<file path="config.mk">
export PLATFORM = sky130hd
export DESIGN_NAME = pipe_stall_ctrl
export DESIGN_NICKNAME = d
export VERILOG_FILES = /design/src/rtl/pipe_pkg.sv /design/src/rtl/pipe_hold_reg.sv /design/src/rtl/pipe_exec_timer.sv /design/src/rtl/pipe_stall_ctrl.sv
export SDC_FILE = /design/constraint.sdc
export NUM_CORES = 1
export LEC_CHECK = 0
export BUFFER_PORTS_ARGS = -buffer_cell sky130_fd_sc_hd__buf_2
export CORE_ASPECT_RATIO = 0.9
export CORE_MARGIN = 2
export CORE_UTILIZATION = 50
export DETAILED_ROUTE_END_ITERATION = 8
export PLACE_DENSITY = 0.68
export SLEW_MARGIN = 20
export SYNTH_ARGS = -nofsm -noshare
export SYNTH_HDL_FRONTEND = slang
export SYNTH_SLANG_ARGS = --single-unit
</file>
<file path="constraint.sdc">
create_clock -name clk -period 3.9 [get_ports clk]
set_clock_uncertainty 0.1 [all_clocks]
set_input_delay 0.39 -clock clk [delete_from_list [all_inputs] [get_ports clk]]
set_output_delay 0.39 -clock clk [all_outputs]
set_load 0.02 [all_outputs]
</file>
<file path="src/rtl/pipe_pkg.sv">
package pipe_pkg;

    localparam int OPC_W      = 2;
    localparam int NUM_STAGES = 4;

    localparam int STG_F = 0;
    localparam int STG_D = 1;
    localparam int STG_E = 2;
    localparam int STG_W = 3;

    typedef enum logic [1:0] {
        EX_IDLE = 2'd0,
        EX_RUN  = 2'd1,
        EX_LAST = 2'd2
    } ex_state_e;

endpackage

</file>
<file path="src/rtl/pipe_hold_reg.sv">
module pipe_hold_reg #(
    parameter int W = 8
) (
    input  logic         clk,
    input  logic         rst,
    input  logic         en,
    input  logic         d_valid,
    input  logic [W-1:0] d_data,
    output logic         q_valid,
    output logic [W-1:0] q_data
);

    always_ff @(posedge clk) begin
        if (rst) begin
            q_valid <= 1'b0;
            q_data  <= '0;
        end else if (en) begin
            q_valid <= d_valid;
            q_data  <= d_data;
        end
    end

endmodule

</file>
<file path="src/rtl/pipe_exec_timer.sv">
module pipe_exec_timer
    import pipe_pkg::*;
#(
    parameter int LAT_C0 = 1,
    parameter int LAT_C1 = 3,
    parameter int LAT_C2 = 2,
    parameter int LAT_C3 = 4,
    parameter int CNT_W  = 2
) (
    input  logic             clk,
    input  logic             rst,
    input  logic             load,
    input  logic [OPC_W-1:0] load_opc,
    output logic             stall
);

    ex_state_e        state_q, state_d;
    logic [CNT_W-1:0] cnt_q, cnt_d;
    int               lat;

    always_comb begin
        unique case (load_opc)
            2'd0: lat = LAT_C0;
            2'd1: lat = LAT_C1;
            2'd2: lat = LAT_C2;
            default: lat = LAT_C3;
        endcase
    end

    // next-state logic
    always_comb begin
        state_d = state_q;
        cnt_d   = cnt_q;
        unique case (state_q)
            EX_IDLE, EX_LAST: begin
                if (load && lat > 1) begin
                    state_d = EX_RUN;
                    cnt_d   = CNT_W'(lat - 2);
                end else if (load) begin
                    state_d = EX_LAST;
                end else begin
                    state_d = EX_IDLE;
                end
            end
            EX_RUN: begin
                if (cnt_q == '0) begin
                    state_d = EX_LAST;
                end else begin
                    cnt_d = cnt_q - 1'b1;
                end
            end
            default: state_d = EX_IDLE;
        endcase
    end

    // state register
    always_ff @(posedge clk) begin
        if (rst) begin
            state_q <= EX_IDLE;
            cnt_q   <= '0;
        end else begin
            state_q <= state_d;
            cnt_q   <= cnt_d;
        end
    end

    // outputs
    always_comb begin
        stall = (state_q == EX_RUN);
    end

endmodule

</file>
<file path="src/rtl/pipe_stall_ctrl.sv">
module pipe_stall_ctrl
    import pipe_pkg::*;
#(
    parameter int TOKEN_W = 8,
    parameter int LAT_C0  = 1,
    parameter int LAT_C1  = 3,
    parameter int LAT_C2  = 2,
    parameter int LAT_C3  = 4
) (
    input  logic                  clk,
    input  logic                  rst,
    input  logic                  in_valid,
    input  logic [TOKEN_W-1:0]    in_token,
    input  logic [OPC_W-1:0]      in_opc,
    output logic                  in_ready,
    output logic                  stall,
    output logic [NUM_STAGES-1:0] stage_occ,
    output logic                  wb_strobe,
    output logic [TOKEN_W-1:0]    wb_token
);

    localparam int PAY_W   = TOKEN_W + OPC_W;
    localparam int MAX_A   = (LAT_C0 > LAT_C1) ? LAT_C0 : LAT_C1;
    localparam int MAX_B   = (LAT_C2 > LAT_C3) ? LAT_C2 : LAT_C3;
    localparam int MAX_LAT = (MAX_A > MAX_B) ? MAX_A : MAX_B;
    localparam int CNT_W   = (MAX_LAT > 2) ? $clog2(MAX_LAT) : 1;

    logic             advance;
    logic [STG_W-1:0] up_valid;
    logic [PAY_W-1:0] up_pay [STG_W];
    logic             w_valid;
    logic [TOKEN_W-1:0] w_token;

    assign advance  = ~stall;
    assign in_ready = advance;

    // Fetch, Decode and Execute registers: frozen while Execute is busy
    generate
        for (genvar i = 0; i < STG_W; i++) begin : g_up
            if (i == STG_F) begin : g_first
                pipe_hold_reg #(.W(PAY_W)) u_reg (
                    .clk     (clk),
                    .rst     (rst),
                    .en      (advance),
                    .d_valid (in_valid),
                    .d_data  ({in_token, in_opc}),
                    .q_valid (up_valid[i]),
                    .q_data  (up_pay[i])
                );
            end else begin : g_next
                pipe_hold_reg #(.W(PAY_W)) u_reg (
                    .clk     (clk),
                    .rst     (rst),
                    .en      (advance),
                    .d_valid (up_valid[i-1]),
                    .d_data  (up_pay[i-1]),
                    .q_valid (up_valid[i]),
                    .q_data  (up_pay[i])
                );
            end
        end
    endgenerate

    // Write register: always clocks, takes a bubble while stalled
    pipe_hold_reg #(.W(TOKEN_W)) u_wreg (
        .clk     (clk),
        .rst     (rst),
        .en      (1'b1),
        .d_valid (up_valid[STG_E] & advance),
        .d_data  (up_pay[STG_E][PAY_W-1:OPC_W]),
        .q_valid (w_valid),
        .q_data  (w_token)
    );

    pipe_exec_timer #(
        .LAT_C0 (LAT_C0),
        .LAT_C1 (LAT_C1),
        .LAT_C2 (LAT_C2),
        .LAT_C3 (LAT_C3),
        .CNT_W  (CNT_W)
    ) u_timer (
        .clk      (clk),
        .rst      (rst),
        .load     (advance & up_valid[STG_D]),
        .load_opc (up_pay[STG_D][OPC_W-1:0]),
        .stall    (stall)
    );

    assign stage_occ = {w_valid, up_valid};
    assign wb_strobe = w_valid;
    assign wb_token  = w_token;

endmodule

</file>
==> impl_summary.txt, run 1 <==
----------------------------------------------------
[Status]
  Outcome ... finished clean

[Global route]
  Most Used Layer, Global Route ... met2
  Number of antenna violations at the first check in global routing ... 0
  Met1 Track Usage GR ... approximately a fifth
  Wire length of the first global-routing pass ... 4430 microns
  Met3 Usage GRT ... under 10%
  Maximum number of pins on one net before global-route repair ... 45
  Overflow left after global routing ... 0
  Routing usage on met2 ... 24.5%
  Overall fraction of global-route tracks in use ... between 10% and 20%
  Via count of the first global-routing pass ... approximately 1100

[Logic synthesis]
  Sequential share of the synthesized area ... a little over half
  Dominant cells by area after synthesis ... sky130_fd_sc_hd__dfxtp_1 (55%), sky130_fd_sc_hd__nand2_1 (15%), sky130_fd_sc_hd__a21oi_1 (10%), sky130_fd_sc_hd__buf_4 (3.3%), sky130_fd_sc_hd__ha_1 (3.1%)
  Ranking of synthesized cells by instance count ... sky130_fd_sc_hd__nand2_1 (63), sky130_fd_sc_hd__dfxtp_1 (44), sky130_fd_sc_hd__a21oi_1 (32)
  Cell area after synthesis ... 1600 sq um
  Simple-gate share of the synthesized area ... between 20 and 25%
  Yosys warning total ... 0
  Avg Synthesized Cell Area ... between 8 and 9 sq um
  Combinational family with the most area after synthesis ... simple AND/OR/NAND/NOR gates
  Area share of xor/xnor cells in the synthesized design ... 0%
  Number of enable-type register cells in the synthesized netlist ... 0
  Dominant synthesized flop cell ... sky130_fd_sc_hd__dfxtp_1
  Post-synthesis async set-or-reset flop share ... 0%
  Share of synthesized area spent on multiplexers ... 0%
  Distinct cell type count of the synthesized netlist ... 24
  Number of synthesized register bits ... 44
  Most area-hungry cell type in the Yosys netlist ... sky130_fd_sc_hd__dfxtp_1
  Post-synthesis adder-cell area fraction ... ~3.1%
  Most used standard cell by instance count after synthesis ... sky130_fd_sc_hd__nand2_1
  Post-synthesis cell count ... 189
  Synth Area in Compound Gates ... 13.3%
  Post-Syn Nets ... 206
  Area share of the largest cell type after synthesis ... a little over half

[CTS]
  Hold Buf Count CTS ... 0
  Register clock-pin slew on the reported worst setup and hold paths ... between 100 and 150 ps
  Number of sinks handled by clock tree synthesis ... 44
  Master cell of the clock root buffer ... sky130_fd_sc_hd__clkbuf_4
  CTS tree ... yes
  Post-cts resize count ... 0
  Number of buffers inserted during clock tree synthesis ... 5
  Clk Latency, worst-skew pair ... roughly 360 ps
  Maximum level of the CTS H-tree ... 2
  Post-CTS Setup Inserts ... 0
  Clock buffer depth ... 2

[Placement]
  Worst setup slack before clock tree synthesis ... approximately 2200 ps
  Total of buffers placed on input and output ports ... 27
  HPWL after detailed placement ... 1630 microns
  Number of cells after detailed placement ... between 200 and 250
  Weighted congestion reported at the end of routability-driven placement ... around 0.63

[Worst setup path]
  Worst path required time ... 3410 ps
  Worst-path cell with the longest stage delay ... sky130_fd_sc_hd__dfxtp_1
  Worst Path Buf+Inv ... 2
  Category of cells accounting for the largest share of critical-path delay ... buffers and inverters
  Type of the worst setup path ... flip-flop to output pin
  Worst endpoint data arrival time ... 1600 ps
  Critical Path, Cell by Cell ... nand2b_1 -> inv_2 -> buf_2
  Type of origin of the critical path ... flip-flop
  Endpoint kind of the worst setup timing path ... output pin
  CP Max Fanout ... 34
  Max incr delay on CP ... about 440 ps

[Detailed routing]
  Vias post-DR ... roughly 1200
  Initial drt markers ... 54
  Number of optimization iterations in the first detailed-route pass ... 4
  Remaining routing DRC violations ... 0
  Antenna-violating nets left ... 0
  Drt via density ... 4.71
  Routed wire per std cell ... ~10 microns
  Aggregate routed wire length ... between 2000 and 3000 microns

[STA]
  Post-route worst setup slack ... 1810 ps
  Pins Over Slew Limit ... 0
  Final-layout worst hold slack ... 155 ps
  Final setup vio count ... 0
  Slew at the pin closest to its max-slew limit ... about 730 ps
  TNS Setup ... 0 ps
  Worst slew slack as a fraction of its limit ... around half
  Unrepaired setup endpoints after global routing ... no
  Hold Violations, Final ... 0
  Post-route minimum period ... roughly 2100 ps
  Fmax ... approximately 480 MHz
  Period utilisation layout ... between 50% and 60%

[Flow run]
  Maximum capacitance violations ... 0

[Floorplan]
  Die height ... 57.7 microns
  Starting Density ... between 50% and 60%
  I/O Pins ... 28
  Core Rows ... 19
  Area enclosed by the die boundary ... 3680 sq um
  Width of the die ... between 60 and 70 microns
  Core ar. ... a little over 3000 sq um

[Power and ir drop]
  Power density relative to cell area ... roughly 410 nW/um^2
  Leakage power summed over all cells ... 0.742 nW
  Max VDD drop ... about 230 uV

[Final layout]
  Area Overhead vs Synth ... 9.05%
  Post-layout nets ... between 200 and 250
  Ant. Diodes ... 0
  Post-route non-filler standard cell count ... 250
  Share of post-route cells with drive strength above 1 ... 16.8%

[Worst hold path]
  Worst hold path type ... input pin to flip-flop

----------------------------------------------------
-- layer usage --
metal,routed length (microns),vias to the layer above,share of wire [%]
met5,0,-,0
met4,64,0,2.5
met3,126,7,5.0
met2,1130,21,44
met1,1220,510,48
li1,-,639,-
-- logic make-up after synthesis --
logic type | after synthesis
buf+inv | 21
compound gates | 39
flops | 44
simple gates | 81
fa+ha+maj | 4
-- through the flow --
stage	total power [mW]	util (%)	cell area, sq um
floorplan	0.519	-	1600
detailed placement	0.531	55.5	1700
global placement	0.529	55.5	1700
global route	0.761	57.0	1750
CTS	0.728	57.0	1750
finish	0.721	57.0	1750
-- area by class of cell --
cell class | instances | area (sq um)
fill | 283 | 1320
sequential | 44 | 881
multi-input combinational | 124 | 608
timing repair buffer | 28 | 143
tap | 42 | 52.6
clock buffer | 6 | 41.3
inverter | 5 | 18.8
clock inverter | 1 | 5.00
-- tightest hold or removal path: stages --
cell and delay (ps):
sky130_fd_sc_hd__buf_2 90, sky130_fd_sc_hd__nand2_1 40, sky130_fd_sc_hd__a21oi_1 50
-- sequential cells by signal, indices dropped and copies added (netlist names) --
name and cells:
g_up.g_next.u_reg.q_data 18, g_up.g_first.u_reg.q_data 10, u_wreg.q_data 8, g_up.g_next.u_reg.q_valid 2, u_timer.cnt_q 2, u_timer.state_q 2, g_up.g_first.u_reg.q_valid 1, u_wreg.q_valid 1
-- path summary, 6_finish.rpt --
path | start | end | slack [ps] | cells past startpoint
worst min-delay path | in_opc[1] | g_up[0].g_first.u_reg.q_data[1] | 160 | 3
worst max register to register | g_up[1].g_next.u_reg.q_data[0] | u_timer.cnt_q[0] | 2350 | 5
worst max-delay path | u_timer.state_q[0] | stall | 1810 | 3
worst min register to register | g_up[2].g_next.u_reg.q_data[2] | g_up[2].g_next.u_reg.q_data[2] | 350 | 2
-- layout by cell type (no fill, tap or decap), types with 2 or more instances in the layout --
| master | n |
|---|---|
| sky130_fd_sc_hd__a21oi_1 | 32 |
| sky130_fd_sc_hd__buf_2 | 27 |
| sky130_fd_sc_hd__clkbuf_4 | 5 |
| sky130_fd_sc_hd__dfxtp_1 | 44 |
| sky130_fd_sc_hd__ha_1 | 4 |
| sky130_fd_sc_hd__inv_1 | 4 |
| sky130_fd_sc_hd__nand2_1 | 63 |
| sky130_fd_sc_hd__nand2b_1 | 2 |
| sky130_fd_sc_hd__nor2_1 | 3 |
| sky130_fd_sc_hd__nor2b_1 | 8 |
| sky130_fd_sc_hd__or3_1 | 2 |
-- where the power goes --
group / total, mW / leakage, nW / internal [mW] / switching, mW
combinational: 0.0454 / 0.353 / 0.0190 / 0.0265
sequential: 0.474 / 0.360 / 0.466 / 0.00818
clock: 0.201 / 0.0281 / 0.0665 / 0.135
Note: power is estimated with default switching activity, not from simulation.
==> run 2: changes to the inputs <==
--- a/config.mk
+++ b/config.mk
@@ -5,6 +5,7 @@
 export SDC_FILE = /design/constraint.sdc
 export NUM_CORES = 1
 export LEC_CHECK = 0
+export ABC_AREA = 1
 export BUFFER_PORTS_ARGS = -buffer_cell sky130_fd_sc_hd__buf_2
 export CORE_ASPECT_RATIO = 0.9
 export CORE_MARGIN = 2
==> constraint.sdc (replaced) <==
create_clock -name clk -period 2.1 [get_ports clk]
set_clock_uncertainty 0.1 [all_clocks]
set_input_delay 0.21 -clock clk [delete_from_list [all_inputs] [get_ports clk]]
set_output_delay 0.21 -clock clk [all_outputs]
set_load 0.02 [all_outputs]
==> run 2 against run 1 <==
Register-to-register slack got worse by 1700 ps. Final area rose by 5.8%. Routed wire length increased by 16%. Critical path depth unchanged. Final cell count increased by 4.8%. Via count is 7.4% higher. Worst setup slack lost 1300 ps. Combinational power increased to 2.5 times the previous value. Flip-flop and latch count unchanged.
==> impl_summary.txt, run 2 <==
----------------------------------------------------
[Status]
  Outcome ... finished clean (unchanged)

[Worst setup path]
  Endpoint of the worst setup timing path ... stall (unchanged)
  Worst endpoint data arrival time ... 1280 ps (was 1600 ps)
  Reg-to-reg startpoint ... u_timer.state_q[0] (was g_up[1].g_next.u_reg.q_data[0])
  Critical Path, Cell by Cell ... inv_2 -> nor2_8 -> buf_2 (was nand2b_1 -> inv_2 -> buf_2)
  Reg-to-reg setup timing slack ... 640 ps (was 2350 ps)
  FF-to-FF path depth ... 5 (unchanged)
  Type of origin of the critical path ... flip-flop (unchanged)
  Type of the worst setup path ... flip-flop to output pin (unchanged)
  Launch point of the worst path ... u_timer.state_q[0] (unchanged)
  CP Max Fanout ... 16 (was 34)
  Endpoint kind of the worst setup timing path ... output pin (unchanged)
  Worst-path cell with the longest stage delay ... sky130_fd_sc_hd__dfxtp_1 (unchanged)
  Worst path required time ... 1790 ps (was 3410 ps)
  Max incr delay on CP ... 430 ps (was 440 ps)
  Worst reg2reg path endpoint ... g_up[2].g_next.u_reg.q_data[2] (was u_timer.cnt_q[0])

[Final layout]
  Area Overhead vs Synth ... 10.1% (was 9.05%)
  Number of flip-flops in the largest register ... 18 (unchanged)
  Share of post-route cells with drive strength above 1 ... 23.2% (was 16.8%)
  Top register by number of flip-flops ... g_up.g_next.u_reg.q_data (unchanged)
  Leading registers by flop count ... g_up.g_next.u_reg.q_data (18), g_up.g_first.u_reg.q_data (10), u_wreg.q_data (8) (unchanged)
  Share of the core filled with cells in the final layout ... 59.0% (was 57.0%)
  Count of fill cells added during filler insertion ... 303 (was 283)
  Post-layout nets ... 237 (was 225)
  Commonest non-fill, non-tap cells in the layout ... sky130_fd_sc_hd__nor2_1 (54), sky130_fd_sc_hd__dfxtp_1 (44), sky130_fd_sc_hd__buf_2 (27) (was sky130_fd_sc_hd__nand2_1 (63), sky130_fd_sc_hd__dfxtp_1 (44), sky130_fd_sc_hd__a21oi_1 (32))
  Ant. Diodes ... 0 (unchanged)
  Most common cell after layout, fill and taps aside ... sky130_fd_sc_hd__nor2_1 (was sky130_fd_sc_hd__nand2_1)

[Detailed routing]
  Initial drt markers ... 47 (was 54)
  Number of optimization iterations in the first detailed-route pass ... 4 (unchanged)
  Vias post-DR ... 1264 (was 1177)
  Drt via density ... 4.82 (was 4.71)
  Antenna-violating nets left ... 0 (unchanged)
  Aggregate routed wire length ... 2940 microns (was 2540 microns)
  Remaining routing DRC violations ... 0 (unchanged)
  Routed wire per std cell ... 11.2 microns (was 10.1 microns)

[Power and ir drop]
  Overall power after layout ... 1.47 mW (was 0.721 mW)
  Max VDD drop ... 555 uV (was 226 uV)
  Leakage power summed over all cells ... 0.818 nW (was 0.742 nW)
  Power density relative to cell area ... 795 nW/um^2 (was 412 nW/um^2)

[Logic synthesis]
  Ranking of synthesized cells by instance count ... sky130_fd_sc_hd__nor2_1 (54), sky130_fd_sc_hd__dfxtp_1 (44), sky130_fd_sc_hd__o21ai_0 (19) (was sky130_fd_sc_hd__nand2_1 (63), sky130_fd_sc_hd__dfxtp_1 (44), sky130_fd_sc_hd__a21oi_1 (32))
  Number of enable-type register cells in the synthesized netlist ... 0 (unchanged)
  Dominant synthesized flop cell ... sky130_fd_sc_hd__dfxtp_1 (unchanged)
  Avg Synthesized Cell Area ... 8.49 sq um (about the same)
  Dominant cells by area after synthesis ... sky130_fd_sc_hd__dfxtp_1 (52%), sky130_fd_sc_hd__nor2_1 (12%), sky130_fd_sc_hd__o21ai_0 (5.7%), sky130_fd_sc_hd__a21oi_2 (4.2%), sky130_fd_sc_hd__inv_1 (3.8%) (was sky130_fd_sc_hd__dfxtp_1 (55%), sky130_fd_sc_hd__nand2_1 (15%), sky130_fd_sc_hd__a21oi_1 (10%), sky130_fd_sc_hd__buf_4 (3.3%), sky130_fd_sc_hd__ha_1 (3.1%))
  Distinct cell type count of the synthesized netlist ... 20 (was 24)
  Cell area after synthesis ... 1680 sq um (was 1600 sq um)
  Post-synthesis async set-or-reset flop share ... 0% (unchanged)
  Most area-hungry cell type in the Yosys netlist ... sky130_fd_sc_hd__dfxtp_1 (unchanged)
  Post-Syn Nets ... 215 (was 206)
  Area share of the largest cell type after synthesis ... 52.4% (was 54.9%)
  Number of synthesized register bits ... 44 (unchanged)
  Sequential share of the synthesized area ... 52.4% (was 54.9%)
  Most used standard cell by instance count after synthesis ... sky130_fd_sc_hd__nor2_1 (was sky130_fd_sc_hd__nand2_1)
  Post-synthesis cell count ... 198 (was 189)
  Yosys warning total ... 0 (unchanged)

[Floorplan]
  I/O Pins ... 28 (unchanged)
  Width of the die ... 65.1 microns (was 63.7 microns)
  Core ar. ... 3140 sq um (was 3070 sq um)
  Area enclosed by the die boundary ... 3840 sq um (was 3680 sq um)
  Die height ... 59.0 microns (was 57.7 microns)
  Starting Density ... 53.5% (was 52.3%)
  Core Rows ... 19 (unchanged)

[STA]
  Final-layout worst hold slack ... 51.7 ps (was 155 ps)
  TNS Setup ... 0 ps (unchanged)
  Worst slew slack as a fraction of its limit ... 66.1% (was 51.1%)
  Fmax ... 629 MHz
  Unrepaired setup endpoints after global routing ... no (unchanged)
  Post-route worst setup slack ... 510 ps (was 1810 ps)
  Final setup vio count ... 0 (unchanged)
  Period utilisation layout ... between 70% and 80%
  Hold Violations, Final ... 0 (unchanged)
  Post-route minimum period ... roughly 1600 ps
  Slew at the pin closest to its max-slew limit ... 507 ps (was 733 ps)
  Pins Over Slew Limit ... 0 (unchanged)

[Placement]
  Total of buffers placed on input and output ports ... 27 (unchanged)
  Worst setup slack before clock tree synthesis ... 648 ps (was 2210 ps)
  Weighted congestion reported at the end of routability-driven placement ... 0.796 (was 0.634)
  HPWL after detailed placement ... 2060 microns (was 1630 microns)

[CTS]
  Post-cts resize count ... 0 (unchanged)
  Hold Buf Count CTS ... 0 (unchanged)
  Maximum level of the CTS H-tree ... 2 (unchanged)
  Master cell of the clock root buffer ... sky130_fd_sc_hd__clkbuf_8 (was sky130_fd_sc_hd__clkbuf_4)
  Post-CTS Setup Inserts ... 0 (unchanged)
  Number of sinks handled by clock tree synthesis ... 44 (unchanged)
  CTS tree ... yes (unchanged)
  Register clock-pin slew on the reported worst setup and hold paths ... 70 ps (was 110 ps)
  Clk Latency, worst-skew pair ... 280 ps (was 360 ps)
  Clock buffer depth ... 2 (unchanged)
  Number of buffers inserted during clock tree synthesis ... 5 (unchanged)

[Worst hold path]
  Worst hold path type ... input pin to flip-flop (unchanged)

[Global route]
  Number of antenna violations at the first check in global routing ... 0 (unchanged)
  Wire length of the first global-routing pass ... 5080 microns (was 4430 microns)
  Overall fraction of global-route tracks in use ... 17.6% (was 15.8%)
  Overflow left after global routing ... 0 (unchanged)
  Via count of the first global-routing pass ... 1240 (was 1065)
  Maximum number of pins on one net before global-route repair ... 36 (was 45)

[Flow run]
  Maximum capacitance violations ... 0 (unchanged)

----------------------------------------------------
[run 2: where the power goes]
part           internal (mW)  total (mW)  switching, mW
Clock                  0.226       0.472          0.246
Sequential             0.869       0.886         0.0167
Combinational         0.0444       0.114         0.0697
[run 2: how the worst min path moves through the flow]
stage | start | endpoint | slack [ps] | cells past startpoint
finish | in_token[2] | g_up[0].g_first.u_reg.q_data[4] | 50 | 3
global route | in_token[3] | g_up[0].g_first.u_reg.q_data[5] | 60 | 3
CTS | in_token[2] | g_up[0].g_first.u_reg.q_data[4] | 50 | 3
detailed placement | g_up[2].g_next.u_reg.q_data[2] | u_wreg.q_data[0] | 320 | 2
global placement | g_up[2].g_next.u_reg.q_data[3] | u_wreg.q_data[1] | 320 | 2
floorplan | in_token[5] | g_up[0].g_first.u_reg.q_data[7] | 240 | 2
[run 2: per-layer routing]
layer / share of wire, % / vias up / track usage, % / routed length (microns)
li1: - / 659 / - / -
met1: 45 / 569 / 19.4 / 1310
met2: 48 / 32 / 31.5 / 1410
met3: 5.6 / 4 / 4.56 / 164
met4: 1.6 / 0 / 8.93 / 47
met5: 0 / - / 0 / 0
[run 2: cell families (layout without fill, tap and decap cells)]
kind of cell,count (synthesis),after routing,synth area share (%)
AND/OR/NAND/NOR,74,74,18.6
flip-flops,44,44,52.4
AO/OA/AOI/OAI,42,42,15.0
buffers and inverters,34,56,11.0
adder cells (fa/ha/maj),4,4,2.98
[run 2: final cells by class]
class / count / area [sq um] / share of cell area (%)
flip-flops and latches: 44 / 881 / 47.6
multi-input cells: 120 / 614 / 33.2
repair buffers: 29 / 150 / 8.11
inverters: 20 / 75.1 / 4.06
clock buffers: 6 / 72.6 / 3.92
well taps: 42 / 52.6 / 2.84
clock inverters: 1 / 5.00 / 0.270
[run 2: through the flow]
step,cell area (sq um),std cells
final,1850,262
after global routing,1850,262
after CTS,1850,262
after detailed placement,1770,255
after global placement,1770,255
after floorplan,1680,198
[run 2: critical path: cells and delay by family (launching register included)]
kind          cells  cell delay [ps]
flops             1              430
buf+inv           2              320
simple gates      1              240
==> run 3: changes to the inputs <==
==> constraint.sdc (replaced) <==
create_clock -name clk -period 1.5 [get_ports clk]
set_clock_uncertainty 0.1 [all_clocks]
set_input_delay 0.15 -clock clk [delete_from_list [all_inputs] [get_ports clk]]
set_output_delay 0.15 -clock clk [all_outputs]
set_load 0.02 [all_outputs]
==> run 3 against run 2 <==
Worst hold slack better by 8.8 ps. Final area is 13% higher. Die area is the same. Sequential share of layout area fell by 5.3 points. Clock power up 99%. Count of clock-buffer cells in the layout did not move. Critical path type unchanged. Critical endpoint is now in_ready. Highest routed layer unchanged.
==> impl_summary.txt, run 3 (synthesis results as in run 2) <==
----------------------------------------------------
[CTS]
  Clk Latency, worst-skew pair ... 300 ps (was 280 ps)
  Register clock-pin slew on the reported worst setup and hold paths ... 80 ps (was 70 ps)
  Number of sinks handled by clock tree synthesis ... 44 (unchanged)
  CTS tree ... yes (unchanged)
  Master cell of the clock root buffer ... sky130_fd_sc_hd__clkbuf_8 (unchanged)
  Clock buffer depth ... 2 (unchanged)
  Maximum level of the CTS H-tree ... 2 (unchanged)
  Number of buffers inserted during clock tree synthesis ... 5 (unchanged)

[Worst setup path]
  Worst-path cell with the longest stage delay ... sky130_fd_sc_hd__dfxtp_1 (unchanged)
  Reg-to-reg setup timing slack ... 140 ps (was 640 ps)
  Worst path required time ... 1250 ps (was 1790 ps)
  Type of the worst setup path ... flip-flop to output pin (unchanged)
  Max incr delay on CP ... 320 ps (was 430 ps)
  FF-to-FF path depth ... 7 (was 5)
  Critical Path, Cell by Cell ... buf_4 -> nand2_8 -> buf_2 (was inv_2 -> nor2_8 -> buf_2)
  Category of cells accounting for the largest share of critical-path delay ... buffers and inverters (was flip-flops)
  CP Max Fanout ... 26 (was 16)
  Endpoint kind of the worst setup timing path ... output pin (unchanged)
  Reg-to-reg startpoint ... u_timer.cnt_q[0] (was u_timer.state_q[0])
  Launch point of the worst path ... u_timer.state_q[0] (unchanged)
  Critical path depth in cells ... 3 (unchanged)
  Worst endpoint data arrival time ... 1120 ps (was 1280 ps)
  Worst Path Buf+Inv ... 2 (unchanged)
  Endpoint of the worst setup timing path ... in_ready (was stall)
  Type of origin of the critical path ... flip-flop (unchanged)
  Worst reg2reg path endpoint ... u_timer.cnt_q[1] (was g_up[2].g_next.u_reg.q_data[2])

[Detailed routing]
  Aggregate routed wire length ... 3050 microns (was 2940 microns)
  Vias post-DR ... 1343 (was 1264)
  Number of optimization iterations in the first detailed-route pass ... 4 (unchanged)
  Antenna-violating nets left ... 0 (unchanged)
  Drt via density ... 4.80 (was 4.82)
  Remaining routing DRC violations ... 0 (unchanged)
  Routed wire per std cell ... 10.9 microns (was 11.2 microns)
  Initial drt markers ... 60 (was 47)

[Global route]
  Wire length of the first global-routing pass ... 5340 microns (was 5080 microns)
  Overflow left after global routing ... 0 (unchanged)
  Via count of the first global-routing pass ... 1270 (was 1240)
  Maximum number of pins on one net before global-route repair ... 27 (was 36)
  Number of antenna violations at the first check in global routing ... 0 (unchanged)
  Overall fraction of global-route tracks in use ... 18.1% (was 17.6%)

[Floorplan]
  Area enclosed by the die boundary ... 3840 sq um (unchanged)
  Width of the die ... 65.1 microns (unchanged)
  Core ar. ... 3140 sq um (unchanged)
  Die height ... 59.0 microns (unchanged)
  Starting Density ... 53.5% (unchanged)
  I/O Pins ... 28 (unchanged)
  Core Rows ... 19 (unchanged)

[STA]
  Pins Over Slew Limit ... 0 (unchanged)
  Fmax ... 731 MHz
  TNS Setup ... 0 ps (unchanged)
  Final setup vio count ... 0 (unchanged)
  Hold Violations, Final ... 0 (unchanged)
  Worst slew slack as a fraction of its limit ... 86.2% (was 66.1%)
  Slew at the pin closest to its max-slew limit ... 207 ps (was 507 ps)
  Unrepaired setup endpoints after global routing ... no (unchanged)
  Post-route minimum period ... ~1400 ps
  Period utilisation layout ... 91.2%

[Placement]
  Number of cells after detailed placement ... 259 (was 255)
  HPWL after detailed placement ... 2000 microns (was 2060 microns)
  Total of buffers placed on input and output ports ... 27 (unchanged)
  Weighted congestion reported at the end of routability-driven placement ... 0.792 (was 0.796)

[Final layout]
  Post-layout nets ... 254 (was 237)
  Number of flip-flops in the largest register ... 18 (unchanged)
  Ant. Diodes ... 0 (unchanged)
  Count of fill cells added during filler insertion ... 282 (was 303)
  Commonest non-fill, non-tap cells in the layout ... sky130_fd_sc_hd__nor2_1 (54), sky130_fd_sc_hd__dfxtp_1 (43), sky130_fd_sc_hd__buf_2 (27) (was sky130_fd_sc_hd__nor2_1 (54), sky130_fd_sc_hd__dfxtp_1 (44), sky130_fd_sc_hd__buf_2 (27))
  Leading registers by flop count ... g_up.g_next.u_reg.q_data (18), g_up.g_first.u_reg.q_data (10), u_wreg.q_data (8) (unchanged)
  Share of post-route cells with drive strength above 1 ... 25.2% (was 23.2%)
  Top register by number of flip-flops ... g_up.g_next.u_reg.q_data (unchanged)
  Post-route non-filler standard cell count ... 280 (was 262)
  Area Overhead vs Synth ... 24.1% (was 10.1%)
  Most common cell after layout, fill and taps aside ... sky130_fd_sc_hd__nor2_1 (unchanged)

[Power and ir drop]
  Proportion of power drawn by combinational gates ... 8.1% (was 7.8%)
  Clock Power Share ... 39.6% (was 32.1%)
  Switching pwr ... 0.520 mW (was 0.333 mW)
  Cell-internal power ... 1.85 mW (was 1.14 mW)
  Leakage power summed over all cells ... 0.921 nW (was 0.818 nW)
  Power density relative to cell area ... 1140 nW/um^2 (was 795 nW/um^2)
  Sequential share of power ... 52.3% (was 60.2%)
  Switching portion of total power ... 21.9% (was 22.6%)
  Overall power after layout ... 2.37 mW (was 1.47 mW)
  Max VDD drop ... 972 uV (was 555 uV)

[Flow run]
  Maximum capacitance violations ... 0 (unchanged)

[Worst hold path]
  Worst hold path type ... input pin to flip-flop (unchanged)

[Status]
  Outcome ... finished clean (unchanged)

----------------------------------------------------
run 3: layout make-up:
type / instances / area, sq um / area share [%]
well taps: 42 / 52.6 / 2.52
inverters: 20 / 75.1 / 3.60
clock inverters: 2 / 38.8 / 1.86
flip-flops and latches: 44 / 882 / 42.3
clock buffers: 6 / 82.6 / 3.96
multi-input cells: 120 / 623 / 29.9
repair buffers: 46 / 330 / 15.8
run 3: routing by layer:
metal  global-route usage [%]  vias to the layer above  share of wire [%]
li1                         -                      697                  -
met1                     22.0                      596                 47
met2                     30.8                       45                 46
met3                     5.13                        5                5.7
met4                     7.14                        0                1.1
met5                        0                        -                  0
run 3: metrics by stage:
stage               hold WS [ps]  utilization [%]  worst slack, ps  cell area [sq um]
finish                      60.5             66.4              132               2080
global route                76.9             66.4             67.4               2080
CTS                         65.4             65.5             39.6               2060
detailed placement           285             57.9              191               1820
global placement             273             57.9              295               1820
floorplan                    185                -              323               1680
run 3: what timing repair did:
item | 4_1_cts | 5_1_grt
buffers inserted | 0 | 2
endpoints found under the setup margin | 1 | 2
pin swaps | 0 | 1
hold buffers | 11 | 0
endpoints found under the hold margin | 11 | 0
gates resized for setup | 1 | 1
run 3: worst min path at each step:
stage,start,end,slack [ps],cells past startpoint
after floorplan,in_token[5],g_up[0].g_first.u_reg.q_data[7],180,2
after global placement,in_token[6],g_up[0].g_first.u_reg.q_data[8],270,3
after CTS,rst,u_wreg.q_data[3],70,2
after global routing,rst,u_wreg.q_data[6],80,2
final,rst,u_wreg.q_data[3],60,2
after detailed placement,in_token[2],g_up[0].g_first.u_reg.q_data[4],290,3
run 3: power groups by stage:
stage | sequential, mW | combinational [mW] | clock, mW
detailed placement | 1.27 | 0.166 | 0
global route | 1.25 | 0.217 | 0.995
finish | 1.24 | 0.193 | 0.937
global placement | 1.26 | 0.160 | 0
CTS | 1.24 | 0.191 | 0.954
floorplan | 1.27 | 0.119 | 0
